## src/rtl/ilkn_fs_pkg.sv

```systemverilog
package ilkn_fs_pkg;

    localparam int WORD_W  = 67;
    localparam int STATE_W = 58;

    localparam logic [1:0]  HDR_CTRL     = 2'b10;
    localparam logic [63:0] SYNC_PATTERN = 64'h78F6_78F6_78F6_78F6;
    localparam logic [5:0]  SCR_TYPE     = 6'b001010;

    typedef enum logic [1:0] {
        ST_HUNT    = 2'd0,
        ST_CONFIRM = 2'd1,
        ST_LOCKED  = 2'd2
    } fs_state_e;

    typedef struct packed {
        logic               is_sync;
        logic               is_scr;
        logic [STATE_W-1:0] scr_state;
    } word_info_t;

    function automatic word_info_t classify(input logic [WORD_W-1:0] w);
        word_info_t r;
        logic ctrl;
        ctrl        = (w[65:64] == HDR_CTRL);
        r.is_sync   = ctrl && (w[63:0] == SYNC_PATTERN);
        r.is_scr    = ctrl && (w[63:58] == SCR_TYPE);
        r.scr_state = w[STATE_W-1:0];
        return r;
    endfunction

endpackage

```

## src/rtl/ilkn_fs_classify.sv

```systemverilog
module ilkn_fs_classify
    import ilkn_fs_pkg::*;
(
    input  logic [WORD_W-1:0] i_word,
    output word_info_t        o_info
);
    always_comb o_info = classify(i_word);
endmodule

```

## src/rtl/ilkn_fs_position.sv

```systemverilog
module ilkn_fs_position #(
    parameter int LEN_W = 14
) (
    input  logic             clk,
    input  logic             rst,
    input  logic             i_restart,
    input  logic             i_advance,
    input  logic [LEN_W-1:0] i_len,
    output logic [LEN_W-1:0] o_pos
);
    logic last_idx;
    assign last_idx = (o_pos == i_len - LEN_W'(1));

    always_ff @(posedge clk) begin
        if (rst)
            o_pos <= '0;
        else if (i_restart)
            o_pos <= LEN_W'(1);
        else if (i_advance)
            o_pos <= last_idx ? '0 : o_pos + LEN_W'(1);
    end
endmodule

```

## src/rtl/ilkn_fs_lock_fsm.sv

```systemverilog
module ilkn_fs_lock_fsm
    import ilkn_fs_pkg::*;
#(
    parameter int LEN_W       = 14,
    parameter int SYNC_NEEDED = 4,
    parameter int MISS_LIMIT  = 3,
    localparam int CNT_W  = $clog2(SYNC_NEEDED + 1),
    localparam int MISS_W = $clog2(MISS_LIMIT)
) (
    input  logic              clk,
    input  logic              rst,
    input  logic              i_valid,
    input  word_info_t        i_info,
    input  logic [LEN_W-1:0]  i_pos,
    output fs_state_e         o_state,
    output logic              o_restart,
    output logic              o_advance,
    output logic              o_mf_start,
    output logic              o_mismatch,
    output logic              o_lock_lost,
    output logic [MISS_W-1:0] o_miss_cnt
);
    fs_state_e          state;
    logic [CNT_W-1:0]   sync_cnt;
    logic [STATE_W-1:0] ref_state;
    logic               at_head, at_scr, check_bad;

    assign at_head   = (i_pos == '0);
    assign at_scr    = (i_pos == LEN_W'(1));
    assign check_bad = !i_info.is_scr || (i_info.scr_state != ref_state);

    assign o_restart = i_valid && (state == ST_HUNT) && i_info.is_sync;
    assign o_advance = i_valid && (state != ST_HUNT);
    assign o_state   = state;

    always_ff @(posedge clk) begin
        if (rst) begin
            state       <= ST_HUNT;
            sync_cnt    <= '0;
            ref_state   <= '0;
            o_miss_cnt  <= '0;
            o_mf_start  <= 1'b0;
            o_mismatch  <= 1'b0;
            o_lock_lost <= 1'b0;
        end else begin
            o_mf_start  <= 1'b0;
            o_mismatch  <= 1'b0;
            o_lock_lost <= 1'b0;
            if (i_valid) begin
                unique case (state)
                    ST_HUNT: begin
                        if (i_info.is_sync) begin
                            state    <= ST_CONFIRM;
                            sync_cnt <= CNT_W'(1);
                        end
                    end
                    ST_CONFIRM: begin
                        if (at_head) begin
                            if (!i_info.is_sync) begin
                                state    <= ST_HUNT;
                                sync_cnt <= '0;
                            end else if (sync_cnt == CNT_W'(SYNC_NEEDED - 1)) begin
                                state      <= ST_LOCKED;
                                o_miss_cnt <= '0;
                            end else begin
                                sync_cnt <= sync_cnt + CNT_W'(1);
                            end
                        end else if (i_info.is_sync) begin
                            state    <= ST_HUNT;
                            sync_cnt <= '0;
                        end else if (at_scr && i_info.is_scr) begin
                            ref_state <= i_info.scr_state;
                        end
                    end
                    ST_LOCKED: begin
                        if (at_head && i_info.is_sync)
                            o_mf_start <= 1'b1;
                        if (at_scr) begin
                            if (i_info.is_scr)
                                ref_state <= i_info.scr_state;
                            if (check_bad) begin
                                o_mismatch <= 1'b1;
                                if (o_miss_cnt == MISS_W'(MISS_LIMIT - 1)) begin
                                    state       <= ST_HUNT;
                                    sync_cnt    <= '0;
                                    o_miss_cnt  <= '0;
                                    o_lock_lost <= 1'b1;
                                end else begin
                                    o_miss_cnt <= o_miss_cnt + MISS_W'(1);
                                end
                            end else begin
                                o_miss_cnt <= '0;
                            end
                        end
                    end
                    default: state <= ST_HUNT;
                endcase
            end
        end
    end
endmodule

```

## src/rtl/ilkn_frame_sync.sv

```systemverilog
module ilkn_frame_sync
    import ilkn_fs_pkg::*;
#(
    parameter int LEN_W       = 14,
    parameter int SYNC_NEEDED = 4,
    parameter int MISS_LIMIT  = 3,
    localparam int MISS_W = $clog2(MISS_LIMIT)
) (
    input  logic              clk,
    input  logic              rst,
    input  logic              i_valid,
    input  logic [66:0]       i_word,
    input  logic [LEN_W-1:0]  i_mf_len,
    output logic              o_locked,
    output logic              o_mf_start,
    output logic              o_mismatch,
    output logic [MISS_W-1:0] o_miss_cnt,
    output logic              o_lock_lost
);
    word_info_t       info;
    fs_state_e        state;
    logic             restart, advance;
    logic [LEN_W-1:0] pos;

    ilkn_fs_classify u_class (
        .i_word (i_word),
        .o_info (info)
    );

    ilkn_fs_position #(.LEN_W(LEN_W)) u_pos (
        .clk       (clk),
        .rst       (rst),
        .i_restart (restart),
        .i_advance (advance),
        .i_len     (i_mf_len),
        .o_pos     (pos)
    );

    ilkn_fs_lock_fsm #(
        .LEN_W       (LEN_W),
        .SYNC_NEEDED (SYNC_NEEDED),
        .MISS_LIMIT  (MISS_LIMIT)
    ) u_fsm (
        .clk         (clk),
        .rst         (rst),
        .i_valid     (i_valid),
        .i_info      (info),
        .i_pos       (pos),
        .o_state     (state),
        .o_restart   (restart),
        .o_advance   (advance),
        .o_mf_start  (o_mf_start),
        .o_mismatch  (o_mismatch),
        .o_lock_lost (o_lock_lost),
        .o_miss_cnt  (o_miss_cnt)
    );

    assign o_locked = (state == ST_LOCKED);
endmodule

```

## config.mk

```make
export PLATFORM = sky130hd
export DESIGN_NAME = ilkn_frame_sync
export DESIGN_NICKNAME = d
export VERILOG_FILES = /design/src/rtl/ilkn_fs_pkg.sv /design/src/rtl/ilkn_fs_classify.sv /design/src/rtl/ilkn_fs_position.sv /design/src/rtl/ilkn_fs_lock_fsm.sv /design/src/rtl/ilkn_frame_sync.sv
export SDC_FILE = /design/constraint.sdc
export NUM_CORES = 1
export LEC_CHECK = 0
export BUFFER_PORTS_ARGS = -buffer_cell sky130_fd_sc_hd__clkbuf_2
export CAP_MARGIN = 20
export CORE_AREA = 5 5 93 112
export DETAILED_ROUTE_END_ITERATION = 6
export DIE_AREA = 0 0 98 117
export GPL_TIMING_DRIVEN = 1
export HOLD_SLACK_MARGIN = 0.1
export PLACE_DENSITY = 0.82
export REMOVE_ABC_BUFFERS = 1
export SLEW_MARGIN = 15
export SYNTH_ARGS = -nofsm -noshare
export SYNTH_HDL_FRONTEND = slang
export SYNTH_HIERARCHICAL = 1
export SYNTH_SLANG_ARGS = --single-unit
```

## constraint.sdc

```tcl
create_clock -name clk -period 4.3 [get_ports clk]
set_clock_uncertainty 0.05 [all_clocks]
set_input_delay 0.86 -clock clk [delete_from_list [all_inputs] [get_ports clk]]
set_output_delay 0.86 -clock clk [all_outputs]
set_load 0.02 [all_outputs]
```

# Word-level counts from Yosys, hierarchy flattened
# Cells that the tools add are included.
dict set report op_classes {
  bitwise 4
  addsub 4
  muxes 37
  n_reduce_logical 23
  eq_ne 24
}
# operator n
set ops {}
lappend ops {{$mux W58} 5}
lappend ops {{$pmux W58 S2} 1}
lappend ops {{$eq A64 B63 Y1 const B} 1}
lappend ops {{$ne A58 B58 Y1} 1}
lappend ops {{$mux W2} 14}
lappend ops {{$mux W3} 8}
lappend ops {{$ne A2 B1 Y1 const B} 9}
lappend ops {{$add A14 B1 Y14 const B} 1}
lappend ops {{$eq A14 B1 Y1 const B} 1}
lappend ops {{$eq A14 B14 Y1} 1}
lappend ops {{$logic_not A14 Y1} 1}
lappend ops {{$mux W14} 1}
lappend ops {{$reduce_and A7 Y1} 2}
lappend ops {{$sub A14 B1 Y14 const B} 1}
lappend ops {{$pmux W3 S3} 1}
lappend ops {{$ne A4 B4 Y1 const B} 2}
lappend ops {{$reduce_and A8 Y1} 1}
lappend ops {{$logic_and A1 B1 Y1} 7}
lappend ops {{$eq A2 B2 Y1 const B} 3}
lappend ops {{$eq A6 B4 Y1 const B} 1}
lappend ops {{$pmux W2 S3} 1}
lappend ops {{$reduce_and A6 Y1} 1}
lappend ops {{$reduce_bool A2 Y1} 3}
lappend ops {{$mux W1} 5}
lappend ops {{other kinds (16)} 20}
dict set report totals {
  out_inout_bits 6
  register_bits 82
  wordCells 101
}

# Depth between registers and ports, before layout
dict set report depth {
  ltp_word 7
  ltp_mapped 12
}

# By module
# Netlist, hierarchy kept.
# module seq_area_each_um2 cells_per_inst n_inst area_each_um2
set modules_own_cells {}
lappend modules_own_cells {ilkn_fs_lock_fsm 1361.3 420 1 3352.0}
lappend modules_own_cells {ilkn_fs_position 280.3 135 1 1064.8}
lappend modules_own_cells {ilkn_fs_classify 0.0 83 1 646.9}
lappend modules_own_cells {ilkn_frame_sync 0.0 1 1 13.8}

# Worst setup path before layout
# Ideal clock, no wire load.
dict set report synth_timing {
  path_type {input -> register}
  from {input port i_word[10]}
  to {register u_fsm.ref_state[24]}
  arrival_ps 3105
  setup_slack_ps 1075
  path_stages 12
  required_ps 4180
  path_buffers 3
  path_cell_list {or4b_4 nor4_2 nand4_1 nor3_2 nand2_1 nand2_1 or3_1 clkbuf_1 clkbuf_1 clkbuf_1 nand2_1 a21oi_1}
}
# item line_no
set synth_lines {}
lappend synth_lines {{from (decl)} ilkn_frame_sync.sv:12} ;# input logic [66:0] i_word,
lappend synth_lines {{to (signal assigned)} ilkn_fs_lock_fsm.sv:72} ;# ref_state <= i_info.scr_state;
lappend synth_lines {{to (signal assigned)} ilkn_fs_lock_fsm.sv:80} ;# ref_state <= i_info.scr_state;
lappend synth_lines {{to (decl)} ilkn_fs_lock_fsm.sv:25} ;# logic [STATE_W-1:0] ref_state;

==> run_results.csv <==
group,metric,value,unit
pwr,cellPowerDensity,325.9,nW/um^2
timing,hold_viol,0,
cells_and_area,num_antenna_cells,0,
cells_and_area,final_cell_count_no_fill,790,
logic_synthesis,syn_area,5077,um^2
timing,finalCritPeriodShare,0.7841,
cells_and_area,final_area,5503,um^2
drt,wire_per_inst,15.06,um
clock_network,insertion_delay,340,ps
placed_design,gp_congestion,0.8741,
drt,drtPass1Iterations,4,
global_route,grtUsageTotal,0.2086,
pwr,internal-power,1.394,mW
cells_and_area,area_delta_synth_final,8.379,%
pwr,switching_share,0.2229,
clock_network,cts_hold_buf,0,
logic_synthesis,postSynthAreaPerCell,7.946,um^2
critical_path,cp_data_required_time,4480,ps
critical_path,arrival,3550,ps
pwr,finalPower,1.793,mW
clock_network,numClockSinks,82,
clock_network,cts_buffers,9,
critical_path,worstPathMaxFanout,8,
drt,vias,4395,
global_route,grt_pass1_vias,4148,
placed_design,dp_cells,774,
critical_path,crit_path_end_kind,"flip-flop",
hold_path,hold_path_class,"reg -> reg",
logic_synthesis,yosys-top-cells-count,"132 x nand2_1, 82 x dfxtp_1, 63 x a21oi_1",
timing,holdWs,405.0,ps
placed_design,dpl.hpwl,9113,um
die,die_height,117,um
die,initial_core_util,0.5448,
timing,relSlewSlack,0.4771,
flow_run,drv_cap,0,
logic_synthesis,yosysUniqueCellTypes,65,
drt,drt_iter0_markers,253,
placed_design,dpl-instance-area,5154,um^2
die,num_rows,39,
drt,vias_per_cell,5.563,
pwr,power_leakage,1.943,nW
timing,rsz0062_at_grt,"false",
clock_network,htreeDepth,3,
clock_network,path_clk_slew,60,ps
critical_path,crit_type,"in -> reg",
logic_synthesis,yosys_warnings,6,
clock_network,cts-root-buf,"clkbuf_16",
pwr,power.switching,0.3998,mW
drt,drt-total-wl,11900,um
cells_and_area,drive_above_1_share,0.1859,
timing,maxSlewViolCount,0,
global_route,antenna_found_initial,0,
logic_synthesis,synth_async_sr_flop_share,0,
logic_synthesis,synth_area_leader_cell,"dfxtp_1",
timing,setup_violations,0,
timing,setup_tns,0,ps
drt,ant_nets,0,
drt,drcViolationCount,0,
cells_and_area,fin_nets,754,
placed_design,portBuffers,88,
logic_synthesis,ys_seq_area_frac,0.3233,
timing,worstMarginPinSlew,784.3,ps
global_route,grt_pass1_wl,19420,um
die,die_x,98,um
pwr,clock_power_share,0.499,
die,dieArea,11470,um^2
logic_synthesis,ys_ff_latch,82,
logic_synthesis,synth.area.top_cells,"dfxtp_1 32%, nand2_1 9.8%, xnor2_1 9.5%",
run_status,status,"finished clean",
clock_network,cts_resized,0,
pwr,p_comb_frac,0.077,
die,core_area,9320,um^2
cells_and_area,multiInputGateArea,2843,um^2
timing,finalCriticalPeriod,3371,ps
critical_path,crit_path_start_kind,"primary input",
clock_network,cts_setup_buffers,0,
logic_synthesis,syn_inst,639,
pwr,peakVddDrop,0.2380,mV
logic_synthesis,synth_top_cell_area_share,0.3233,
cells_and_area,regArea,1642,um^2
global_route,grt.overflow.total,0,
global_route,grt_start_max_net_pins,59,
logic_synthesis,yosysMostFrequentCell,"nand2_1",
clock_network,cts_tree,"built",
clock_network,clk_path_buf_depth,2,
pwr,seqPwrFrac,0.423,
logic_synthesis,synth-edff-count,0,
die,io_pins,90,
cells_and_area,n_fill_cell,838,
timing,fmax,0.2966,GHz
logic_synthesis,synth_flop_cell,"dfxtp_1",
==> final cells by class <==
| cell class | instances | share of cell area |
|---|---|---|
| timing repair buffer | 91 | 0.08413 |
| inverter | 14 | 0.009550 |
| tap | 123 | 0.02797 |
| sequential | 82 | 0.2983 |
| clock inverter | 7 | 0.02251 |
| multi-input combinational | 464 | 0.5166 |
| clock buffer | 9 | 0.04093 |
==> kinds of logic after synthesis <==
| kind of cell | synth area share |
|---|---|
| simple gates | 0.2755 |
| mux | 0.006161 |
| compound gates | 0.1195 |
| buf+inv | 0.1178 |
| flops | 0.3233 |
| xor+xnor | 0.1380 |
| fa+ha+maj | 0.01971 |
==> power by group through the flow <==
stage	clock [mW]	sequential [mW]	combinational [mW]
CTS	0.908	0.759	0.138
detailed placement	0	0.776	0.137
finish	0.896	0.759	0.138
global placement	0	0.776	0.135
floorplan	0	0.776	0.0526
global route	0.938	0.759	0.151
==> path summary, 6_finish.rpt <==
check,startpoint,to,depth (start not counted),slack (ps)
max reg2reg,u_pos/o_pos[6],u_fsm/o_miss_cnt[1],7,1820
min reg2reg,u_fsm/ref_state[35],u_fsm/ref_state[35],2,410
max,i_word[10],u_fsm/sync_cnt[2],10,930
min,u_fsm/ref_state[35],u_fsm/ref_state[35],2,410
==> layer usage <==
| metal | GRT usage | routed length [um] | vias to the layer above |
|---|---|---|---|
| met2 | 0.3769 | 6075 | 157 |
| met1 | 0.2439 | 4757 | 2029 |
| met3 | 0.03675 | 810 | 26 |
| met4 | 0.09049 | 254 | 0 |
| met5 | 0 | 0 | - |
| li1 | - | - | 2183 |
==> stage by stage <==
stage	util	setup WS, ps
after floorplan	-	-547.9
after global placement	0.5530	642.7
after detailed placement	0.5530	592.8
after CTS	0.5904	961.6
after global routing	0.5904	819.7
final	0.5904	928.6
==> critical path, stage by stage <==
cell and delay (ps):
clkbuf_2 110, or4b_4 550, nor4_2 140, nand4_1 120, nor3_2 440, nand2_1 150
nor4_1 340, a41oi_1 230, o211ai_1 240, mux2_2 380
==> flip-flops by register name, summed over array words and instances (netlist names) <==
signal and flops:
u_fsm/o_mismatch 1, u_fsm/o_miss_cnt 2, u_fsm/ref_state 58, u_pos/o_pos 14, u_fsm/sync_cnt 3, u_fsm/o_state 2, u_fsm/o_lock_lost 1, u_fsm/o_mf_start 1
==> cells in the final DEF (no fill, tap or decap), types with 4 or more instances in the layout <==
cell type and n:
nand2_1 132, clkbuf_2 88, dfxtp_1 82, a21oi_1 63
xnor2_1 55, nor2_1 33, xor2_1 25, nand4_1 24
nor4_1 15, inv_1 14, nor3_1 10, clkbuf_16 9
o21ai_0 9, ha_1 8, nand2b_1 7, nand4b_1 6
nand3_1 6, nor2b_1 5, nor4_2 4
Power figures use the tool's default switching activity.
